===== config.mk =====
export PLATFORM = sky130hd
export DESIGN_NAME = sram_ctl16
export DESIGN_NICKNAME = d
export VERILOG_FILES = /design/src/rtl/sram_ctl_pkg.sv /design/src/rtl/sramc_phase_timer.sv /design/src/rtl/sramc_lane_map.sv /design/src/rtl/sram_ctl16.sv
export SDC_FILE = /design/constraint.sdc
export NUM_CORES = 1
export LEC_CHECK = 0
export BUFFER_PORTS_ARGS = -buffer_cell sky130_fd_sc_hd__buf_2
export CORE_MARGIN = 5
export CORE_UTILIZATION = 51
export DETAILED_ROUTE_END_ITERATION = 10
export PLACE_DENSITY = 0.8
export SLEW_MARGIN = 25
export SYNTH_ARGS = -nofsm -noshare
export SYNTH_HDL_FRONTEND = slang
export SYNTH_HIERARCHICAL = 1
export SYNTH_SLANG_ARGS = --single-unit

===== constraint.sdc =====
create_clock -name clk -period 3.1 [get_ports clk]
set_input_delay 0.93 -clock clk [delete_from_list [all_inputs] [get_ports clk]]
set_output_delay 0.93 -clock clk [all_outputs]
set_load 0.02 [all_outputs]

===== src/rtl/sram_ctl_pkg.sv =====
package sram_ctl_pkg;

    typedef enum logic [2:0] {
        PH_IDLE,
        PH_RD_ACCESS,
        PH_RD_CAPTURE,
        PH_WR_SETUP,
        PH_WR_PULSE,
        PH_WR_END,
        PH_TURN
    } phase_e;

    function automatic int ceil_div(input int num, input int den);
        return (num + den - 1) / den;
    endfunction

    function automatic int max2(input int a, input int b);
        return (a > b) ? a : b;
    endfunction

    function automatic int max3(input int a, input int b, input int c);
        return max2(max2(a, b), c);
    endfunction

endpackage


===== src/rtl/sramc_phase_timer.sv =====
module sramc_phase_timer #(
    parameter int W = 4
) (
    input  logic         clk,
    input  logic         rst_n,
    input  logic         load,
    input  logic [W-1:0] load_val,
    output logic         zero
);
    logic [W-1:0] cnt_d, cnt_q;

    always_comb begin
        cnt_d = cnt_q;
        if (load) begin
            cnt_d = load_val;
        end else if (cnt_q != '0) begin
            cnt_d = cnt_q - 1'b1;
        end
    end

    always_ff @(posedge clk or negedge rst_n) begin
        if (!rst_n) begin
            cnt_q <= '0;
        end else begin
            cnt_q <= cnt_d;
        end
    end

    assign zero = (cnt_q == '0);
endmodule


===== src/rtl/sramc_lane_map.sv =====
module sramc_lane_map #(
    parameter int LANES = 2
) (
    input  logic [LANES-1:0] mask,
    output logic [LANES-1:0] lane_n
);
    for (genvar i = 0; i < LANES; i++) begin : g_lane
        assign lane_n[i] = ~mask[i];
    end
endmodule


===== src/rtl/sram_ctl16.sv =====
module sram_ctl16
    import sram_ctl_pkg::*;
#(
    parameter int ADDR_W = 16,
    parameter int CLK_NS = 5,
    parameter int T_RC   = 55,
    parameter int T_AA   = 55,
    parameter int T_OE   = 25,
    parameter int T_WC   = 55,
    parameter int T_WP   = 40,
    parameter int T_CW   = 45,
    parameter int T_DW   = 25,
    parameter int T_OHZ  = 20
) (
    input  logic              clk,
    input  logic              rst_n,
    input  logic              req_valid,
    output logic              req_ready,
    input  logic              req_write,
    input  logic [ADDR_W-1:0] req_addr,
    input  logic [15:0]       req_wdata,
    input  logic [1:0]        req_be,
    output logic [15:0]       rdata,
    output logic              rdata_valid,
    output logic              mem_ce_n,
    output logic              mem_ce,
    output logic              mem_outen_n,
    output logic              mem_wren_n,
    output logic              mem_lo_n,
    output logic              mem_hi_n,
    output logic [ADDR_W-1:0] mem_addr,
    output logic [15:0]       mem_dout,
    output logic              mem_dout_en,
    input  logic [15:0]       mem_din
);
    localparam int LANES = 2;
    localparam int DATA_W = 8 * LANES;
    localparam int N_RD  = max2(1, max3(ceil_div(T_RC, CLK_NS), ceil_div(T_AA, CLK_NS),
                                        ceil_div(T_OE, CLK_NS)));
    localparam int N_WP  = max2(1, max3(ceil_div(T_WP, CLK_NS), ceil_div(T_DW, CLK_NS),
                                        ceil_div(T_CW, CLK_NS)));
    localparam int N_WC  = ceil_div(T_WC, CLK_NS);
    localparam int N_END = max2(1, N_WC - 1 - N_WP);
    localparam int N_OHZ = max2(1, ceil_div(T_OHZ, CLK_NS));
    localparam int N_MAX = max2(max2(N_RD, N_WP), max2(N_END, N_OHZ));
    localparam int CW    = $clog2(N_MAX + 1);

    typedef struct packed {
        phase_e              ph;
        logic                ce;
        logic                outen;
        logic                wren;
        logic                drv;
        logic [LANES-1:0]    lane_n;
        logic [LANES-1:0]    lane_hold;
        logic [ADDR_W-1:0]   addr;
        logic [DATA_W-1:0]   wdat;
        logic [DATA_W-1:0]   rdat;
        logic                rvld;
    } ctl_t;

    ctl_t ctl_d, ctl_q;

    logic             ph_load, ph_zero;
    logic [CW-1:0]    ph_val;
    logic             flt_load, flt_zero;
    logic [LANES-1:0] req_lane_n;

    sramc_lane_map #(.LANES(LANES)) u_lane_map (
        .mask   (req_be),
        .lane_n (req_lane_n)
    );

    sramc_phase_timer #(.W(CW)) u_phase_tmr (
        .clk      (clk),
        .rst_n    (rst_n),
        .load     (ph_load),
        .load_val (ph_val),
        .zero     (ph_zero)
    );

    sramc_phase_timer #(.W(CW)) u_float_tmr (
        .clk      (clk),
        .rst_n    (rst_n),
        .load     (flt_load),
        .load_val (CW'(N_OHZ)),
        .zero     (flt_zero)
    );

    always_comb begin
        ctl_d      = ctl_q;
        ctl_d.rvld = 1'b0;
        ph_load    = 1'b0;
        ph_val     = '0;
        flt_load   = 1'b0;

        unique case (ctl_q.ph)
            PH_IDLE: begin
                if (req_valid) begin
                    ctl_d.addr      = req_addr;
                    ctl_d.wdat      = req_wdata;
                    ctl_d.lane_hold = req_lane_n;
                    if (req_write) begin
                        if (flt_zero) begin
                            ctl_d.ph     = PH_WR_SETUP;
                            ctl_d.ce     = 1'b1;
                            ctl_d.lane_n = req_lane_n;
                        end else begin
                            ctl_d.ph = PH_TURN;
                        end
                    end else begin
                        ctl_d.ph     = PH_RD_ACCESS;
                        ctl_d.ce     = 1'b1;
                        ctl_d.outen  = 1'b1;
                        ctl_d.lane_n = req_lane_n;
                        ph_load      = 1'b1;
                        ph_val       = CW'(N_RD - 1);
                    end
                end
            end
            PH_RD_ACCESS: begin
                if (ph_zero) begin
                    ctl_d.ph     = PH_RD_CAPTURE;
                    ctl_d.rdat   = mem_din;
                    ctl_d.rvld   = 1'b1;
                    ctl_d.ce     = 1'b0;
                    ctl_d.outen  = 1'b0;
                    ctl_d.lane_n = '1;
                    flt_load     = 1'b1;
                end
            end
            PH_RD_CAPTURE: begin
                ctl_d.ph = PH_IDLE;
            end
            PH_TURN: begin
                if (flt_zero) begin
                    ctl_d.ph     = PH_WR_SETUP;
                    ctl_d.ce     = 1'b1;
                    ctl_d.lane_n = ctl_q.lane_hold;
                end
            end
            PH_WR_SETUP: begin
                ctl_d.ph   = PH_WR_PULSE;
                ctl_d.wren = 1'b1;
                ctl_d.drv  = 1'b1;
                ph_load    = 1'b1;
                ph_val     = CW'(N_WP - 1);
            end
            PH_WR_PULSE: begin
                if (ph_zero) begin
                    ctl_d.ph   = PH_WR_END;
                    ctl_d.wren = 1'b0;
                    ctl_d.drv  = 1'b0;
                    ph_load    = 1'b1;
                    ph_val     = CW'(N_END - 1);
                end
            end
            PH_WR_END: begin
                if (ph_zero) begin
                    ctl_d.ph     = PH_IDLE;
                    ctl_d.ce     = 1'b0;
                    ctl_d.lane_n = '1;
                end
            end
            default: begin
                ctl_d.ph = PH_IDLE;
            end
        endcase
    end

    always_ff @(posedge clk or negedge rst_n) begin
        if (!rst_n) begin
            ctl_q           <= '0;
            ctl_q.ph        <= PH_IDLE;
            ctl_q.lane_n    <= '1;
            ctl_q.lane_hold <= '1;
        end else begin
            ctl_q <= ctl_d;
        end
    end

    assign req_ready   = (ctl_q.ph == PH_IDLE);
    assign rdata       = ctl_q.rdat;
    assign rdata_valid = ctl_q.rvld;
    assign mem_ce_n    = ~ctl_q.ce;
    assign mem_ce      = ctl_q.ce;
    assign mem_outen_n = ~ctl_q.outen;
    assign mem_wren_n  = ~ctl_q.wren;
    assign mem_lo_n    = ctl_q.lane_n[0];
    assign mem_hi_n    = ctl_q.lane_n[1];
    assign mem_addr    = ctl_q.addr;
    assign mem_dout    = ctl_q.wdat;
    assign mem_dout_en = ctl_q.drv;
endmodule


# Yosys cells after proc, flatten, opt, wreduce, memory -nomap -nowiden
# Cells that the tools add are included.
# Widths: inputs -> output; s select.
# word_totals
regBits	68
wordCells	86
out_inout_bits	57
input_bits	54
# op_classes
eq_ne	13
n_mux	34
n_reduce_logical	19
add_sub_neg	2
bitwise_logic	5
# ops
operator	count
$mux 36	1
$mux 4	9
$pmux 3 s6	1
$ne 2x2->1 const B	6
$reduce_bool 4->1	3
$mux 2	5
$mux 5	2
$reduce_and 5->1	2
$eq 3x3->1 const B	3
$logic_not 4->1	2
$mux 1	8
$pmux 4 s2	1
$reduce_bool 2->1	4
$sub 4x1->4 const B	2
$mux 3	2
$pmux 2 s3	1
$reduce_and 2->1	3
$reduce_and 6->1	1
$not 1->1	5
$pmux 1 s4	1
$pmux 2 s2	1
$reduce_and 4->1	1
$eq 3x1->1 const B	1
$eq 3x2->1 const B	1
other kinds (7)	7

# Depth between registers and ports, before layout
# depth
ltp_word	5
depth_mapped	9
ltp_nobuf	7

# By module
# The synthesis kept the hierarchy.
# modules_own_cells
mod	area_each_um2	instances	seq_area_each_um2	cells_per_inst
sram_ctl16	2929.1	1	1481.4	224
sramc_phase_timer	234.0	2	100.1	22
sramc_lane_map	7.5	1	0.0	2

# Worst setup path after synthesis
# No wires, ideal clock.
# synth_path
kind	register -> register
startpoint	reg u_phase_tmr.cnt_q[0]
endpoint	reg u_float_tmr.cnt_q[3]
stages_incl_launch_ff	10
period_less_slack_ns	2.233
slack_ns	0.867
path_buffers	2
setup_ns	0.126
t_arrival_ns	2.107
required_time_ns	2.974
path_cell_list	dfrtp_1 > inv_1 > ha_1 > nor3b_4 > nand2_1 > nor2_4 > buf_4 > clkbuf_1 > nor3_1 > a221o_1
# synth_via
elab_chain_cells	4
word_cells_on_any_way	5
classes_between	mux (3); reduce/logical (2)
# synth_lines
item	line_no	text
start, declared	sramc_phase_timer.sv:10	logic [W-1:0] cnt_d, cnt_q;
start signal, assigned	sramc_phase_timer.sv:25	cnt_q <= cnt_d;
$logic_not 4->1 *	sramc_phase_timer.sv:29	assign zero = (cnt_q == '0);
via ph_zero	sram_ctl16.sv:64	logic ph_load, ph_zero;
$mux 1 *	sram_ctl16.sv:122	if (ph_zero) begin
$mux 1 *	sram_ctl16.sv:97	unique case (ctl_q.ph)
$mux 4 / $reduce_bool 2->1 (equally long branches)	-	
end signal, assigned	sramc_phase_timer.sv:25	
end, declared	sramc_phase_timer.sv:10	
# The timed path passes the listed nets; every way through them passes the cells marked *.
# A chain may end at the register's enable or synchronous reset.

# Worst setup path after layout
# Ends and elaborated chain as after synthesis.

==> results.md <==
* Nets at slightly below 400
* Post-CTS setup buffer count at 0
* Filler-free cell count of the finished design at 421
* Slew Limit Fails at 0
* Io pins at 111
* Met2 routed WL at 3030 um
* Vias in the first global route at ~2200
* Antenna cells at 0
* Synth async-reset ratio at 1.000
* Post-route cell area at between 3000 and 4000 sq um
* Vias at 2124
* Relative slew margins at 0.5323
* RSZ-0062 raised after global routing: false
* MaxCap Viol Count at 0
* Worst Path Max Fanout at 25
* # port buffers at 110
* FMAX at roughly 420 MHz
* Int Pwr at between 2 and 3 mW
* Critical Path Start Type: flip-flop
* GPL Wtd Cong at about 0.83
* Die X at 91.71 um
* Crit path capture type: flip-flop
* WL met3 at about 650 um
* Clock Skew at between 0.008 and 0.009 ns
* First drt pass iteration count at 4
* Synthesized flop and latch total at 67
* Largest family of logic cells by synthesized area: multiplexers
* Post-Syn Instances at 270
* Initial Utilization at 0.5301
* P_sw at 1.664 mW
* Setup tns final at 0 ns
* Min Clock Period, post-route at about 2.4 ns
* P per Cell Area at between 1000 and 1500 nW/um^2
* Clock Power Share at 0.150
* Die area at 8410 sq um
* Worst EP arrival at about 2.6 ns
* Fin crit share at 0.7707
* Cell Area, Synth at 3405 sq um
* Total congestion overflow at 0
* Share of cells above drive strength 1 at 0.4942
* Multiplexer area fraction after synthesis at 0.2161
* Simple-gate share of the synthesized area at 0.07571
* Most frequent cells in the layout: buf_2, dfrtp_1, mux2_1, mux2_4, nand2_1
* Placed cell count at around 410
* Measured slew at the worst slew-check pin at about 0.7 ns
* Max IR drop VDD at roughly 0.45 mV
* Max Used Layer: met4
* DP HPWL at roughly 4700 um
* Row count at 29
* Register area share after synthesis at 0.4939
* Placed cell areas at ~3600 sq um
* CTS tree: built
* Number of DRC markers in iteration 0 at 130
* CORE AREA at 6422 sq um
* CTS buffer count at 9
* Worst EP required at around 3.3 ns
* Wire per inst at roughly 15 um
* Min-Delay Path Class: flip-flop to flip-flop
* Post-Synth Adder-Cell Area at 0.007350
* Pin count of the biggest net entering global routing at 39
* Commonest non-fill, non-tap cell in the layout: buf_2
* CTS root buffer: clkbuf_8
* CP Class: flip-flop to flip-flop
* Netlist cell types at 40
* Clk slew on worst S/H paths at approximately 0.07 ns
* Vias per std cell at between 5 and 6
* Clk sinks at 67
* First-pass GRT wire length at ~11000 um
* Setup violators final at 0
* Cell taking the most area after synthesis: dfrtp_1
* LEAKAGE at 1.930 nW
* WL met1 at ~2700 um
* CTS resizes at 0
* Sw Share at 0.3963
* Hold Vio Cnt, Final at 0
* Area Overhead vs Synth at 11.69%
* Register share of total power at 0.380
* Synthesis Warnings at 6
* Area share of the largest cell type after synthesis at 0.4631
* Avg Cell Area, Syn at about 13 sq um
* Status: completed
* Logic pwr share at 0.471
* DRC viols at 0
* Clock latency on the worst-skew pair at around 0.33 ns
* CTS hold repair buffers at 0
* Total GRT Usage at 0.1606
* Clock Path Buffers at 2
* Die H at just over 90 um
* ANT nets after route at 0
* Final WL at around 6500 um
* Synth Area in XOR/XNOR at 0.005145
* Initial antenna violation count at 0
* Synth Area in Compound Gates at 0.04998
* Most used DFF post-synth: dfrtp_1
* Synth area leaders: dfrtp_1, buf_4, mux2_4
* Fin util at 0.5921
* CTS H-Tree Depth at 3
* Post-synth EDFFs at 0
==> logic make-up after synthesis <==
family / Yosys count
buf+inv: 70
xor+xnor: 2
simple gates: 42
flops: 67
mux: 59
fa+ha+maj: 2
other cells: 2
compound gates: 26
==> stage by stage <==
step / power (mW) / setup slack [ns] / hold WS [ns]
floorplan: 3.473 / 0.8667 / 0.4594
global placement: 3.521 / 0.8309 / 0.4568
detailed placement: 3.598 / 0.7026 / 0.4633
CTS: 4.250 / 0.6916 / 0.4739
global route: 4.491 / 0.5455 / 0.4911
finish: 4.199 / 0.7108 / 0.4715
==> cells in the mapped netlist (2+ instances only) <==
| cell | count |
|---|---|
| inv_1 | 12 |
| nor3b_1 | 2 |
| buf_12 | 2 |
| mux2_2 | 9 |
| o21ai_1 | 2 |
| o22ai_1 | 2 |
| mux2_1 | 23 |
| buf_4 | 50 |
| and2_1 | 3 |
| xnor2_1 | 2 |
| o22a_1 | 2 |
| ha_1 | 2 |
| nor3_1 | 4 |
| nand2_1 | 15 |
| nor2_4 | 2 |
| nor2_1 | 4 |
| mux2i_1 | 6 |
| nor2b_1 | 4 |
| o21ai_0 | 11 |
| dfrtp_1 | 63 |
| a21oi_1 | 2 |
| mux2_4 | 21 |
| clkbuf_1 | 3 |
| conb_1 | 2 |
| buf_6 | 2 |
| nor3b_4 | 2 |
| a221o_1 | 2 |
| dfstp_2 | 4 |
==> final timing paths <==
| kind | start | end | slack (ns) | cells after the start |
|---|---|---|---|---|
| min in group asynchronous | rst_n | mem_dout[8] | 0.63 | 1 |
| hold reg to reg | mem_lo_n | mem_lo_n | 0.47 | 2 |
| hold / removal | mem_lo_n | mem_lo_n | 0.47 | 2 |
| setup reg to reg | u_phase_tmr/cnt_q[0] | u_float_tmr/cnt_q[3] | 0.71 | 7 |
| max in group asynchronous | rst_n | ctl_q[49] | 1.75 | 2 |
| setup / recovery | u_phase_tmr/cnt_q[0] | u_float_tmr/cnt_q[3] | 0.71 | 7 |
==> worst max-delay path, cell delays in order, from the launching register on <==
cell,delay [ns]
dfrtp_1,0.38
inv_1,0.09
ha_1,0.22
nor3b_4,0.37
nand2_1,0.20
nor2_4,0.57
nor3_1,0.11
a221o_1,0.33
==> power by group through the flow <==
stage / logic, mW / registers, mW / clock network (mW)
after floorplan: 1.93 / 1.54 / 0
after global placement: 1.94 / 1.58 / 0
after detailed placement: 1.99 / 1.60 / 0
after CTS: 2.00 / 1.60 / 0.654
after global routing: 2.14 / 1.66 / 0.701
final: 1.98 / 1.59 / 0.628
==> flip-flops by register name (all words and copies together), names as in the netlist <==
| signal | flops |
|---|---|
| rdata | 16 |
| mem_ce | 1 |
| mem_addr | 16 |
| u_float_tmr/cnt_q | 4 |
| ctl_q | 6 |
| mem_dout_en | 1 |
| mem_dout | 16 |
| mem_lo_n | 1 |
| u_phase_tmr/cnt_q | 4 |
| mem_hi_n | 1 |
| rdata_valid | 1 |
==> final cells by class <==
class | count | area [sq um]
Clock inverter | 4 | 26.28
Inverter | 12 | 45.04
Fill cell | 523 | 2620
Timing Repair Buffer | 112 | 578.1
Clock buffer | 12 | 145.1
Multi-Input combinational cell | 137 | 1230
Sequential cell | 67 | 1682
Tap cell | 77 | 96.34
==> per-layer routing <==
layer  vias up  track usage
met5         -            0
met4         0      0.07054
met3         4      0.06301
met2        93       0.2502
met1      1031       0.1984
li1        996            -
(Power assumes the default switching activity.)
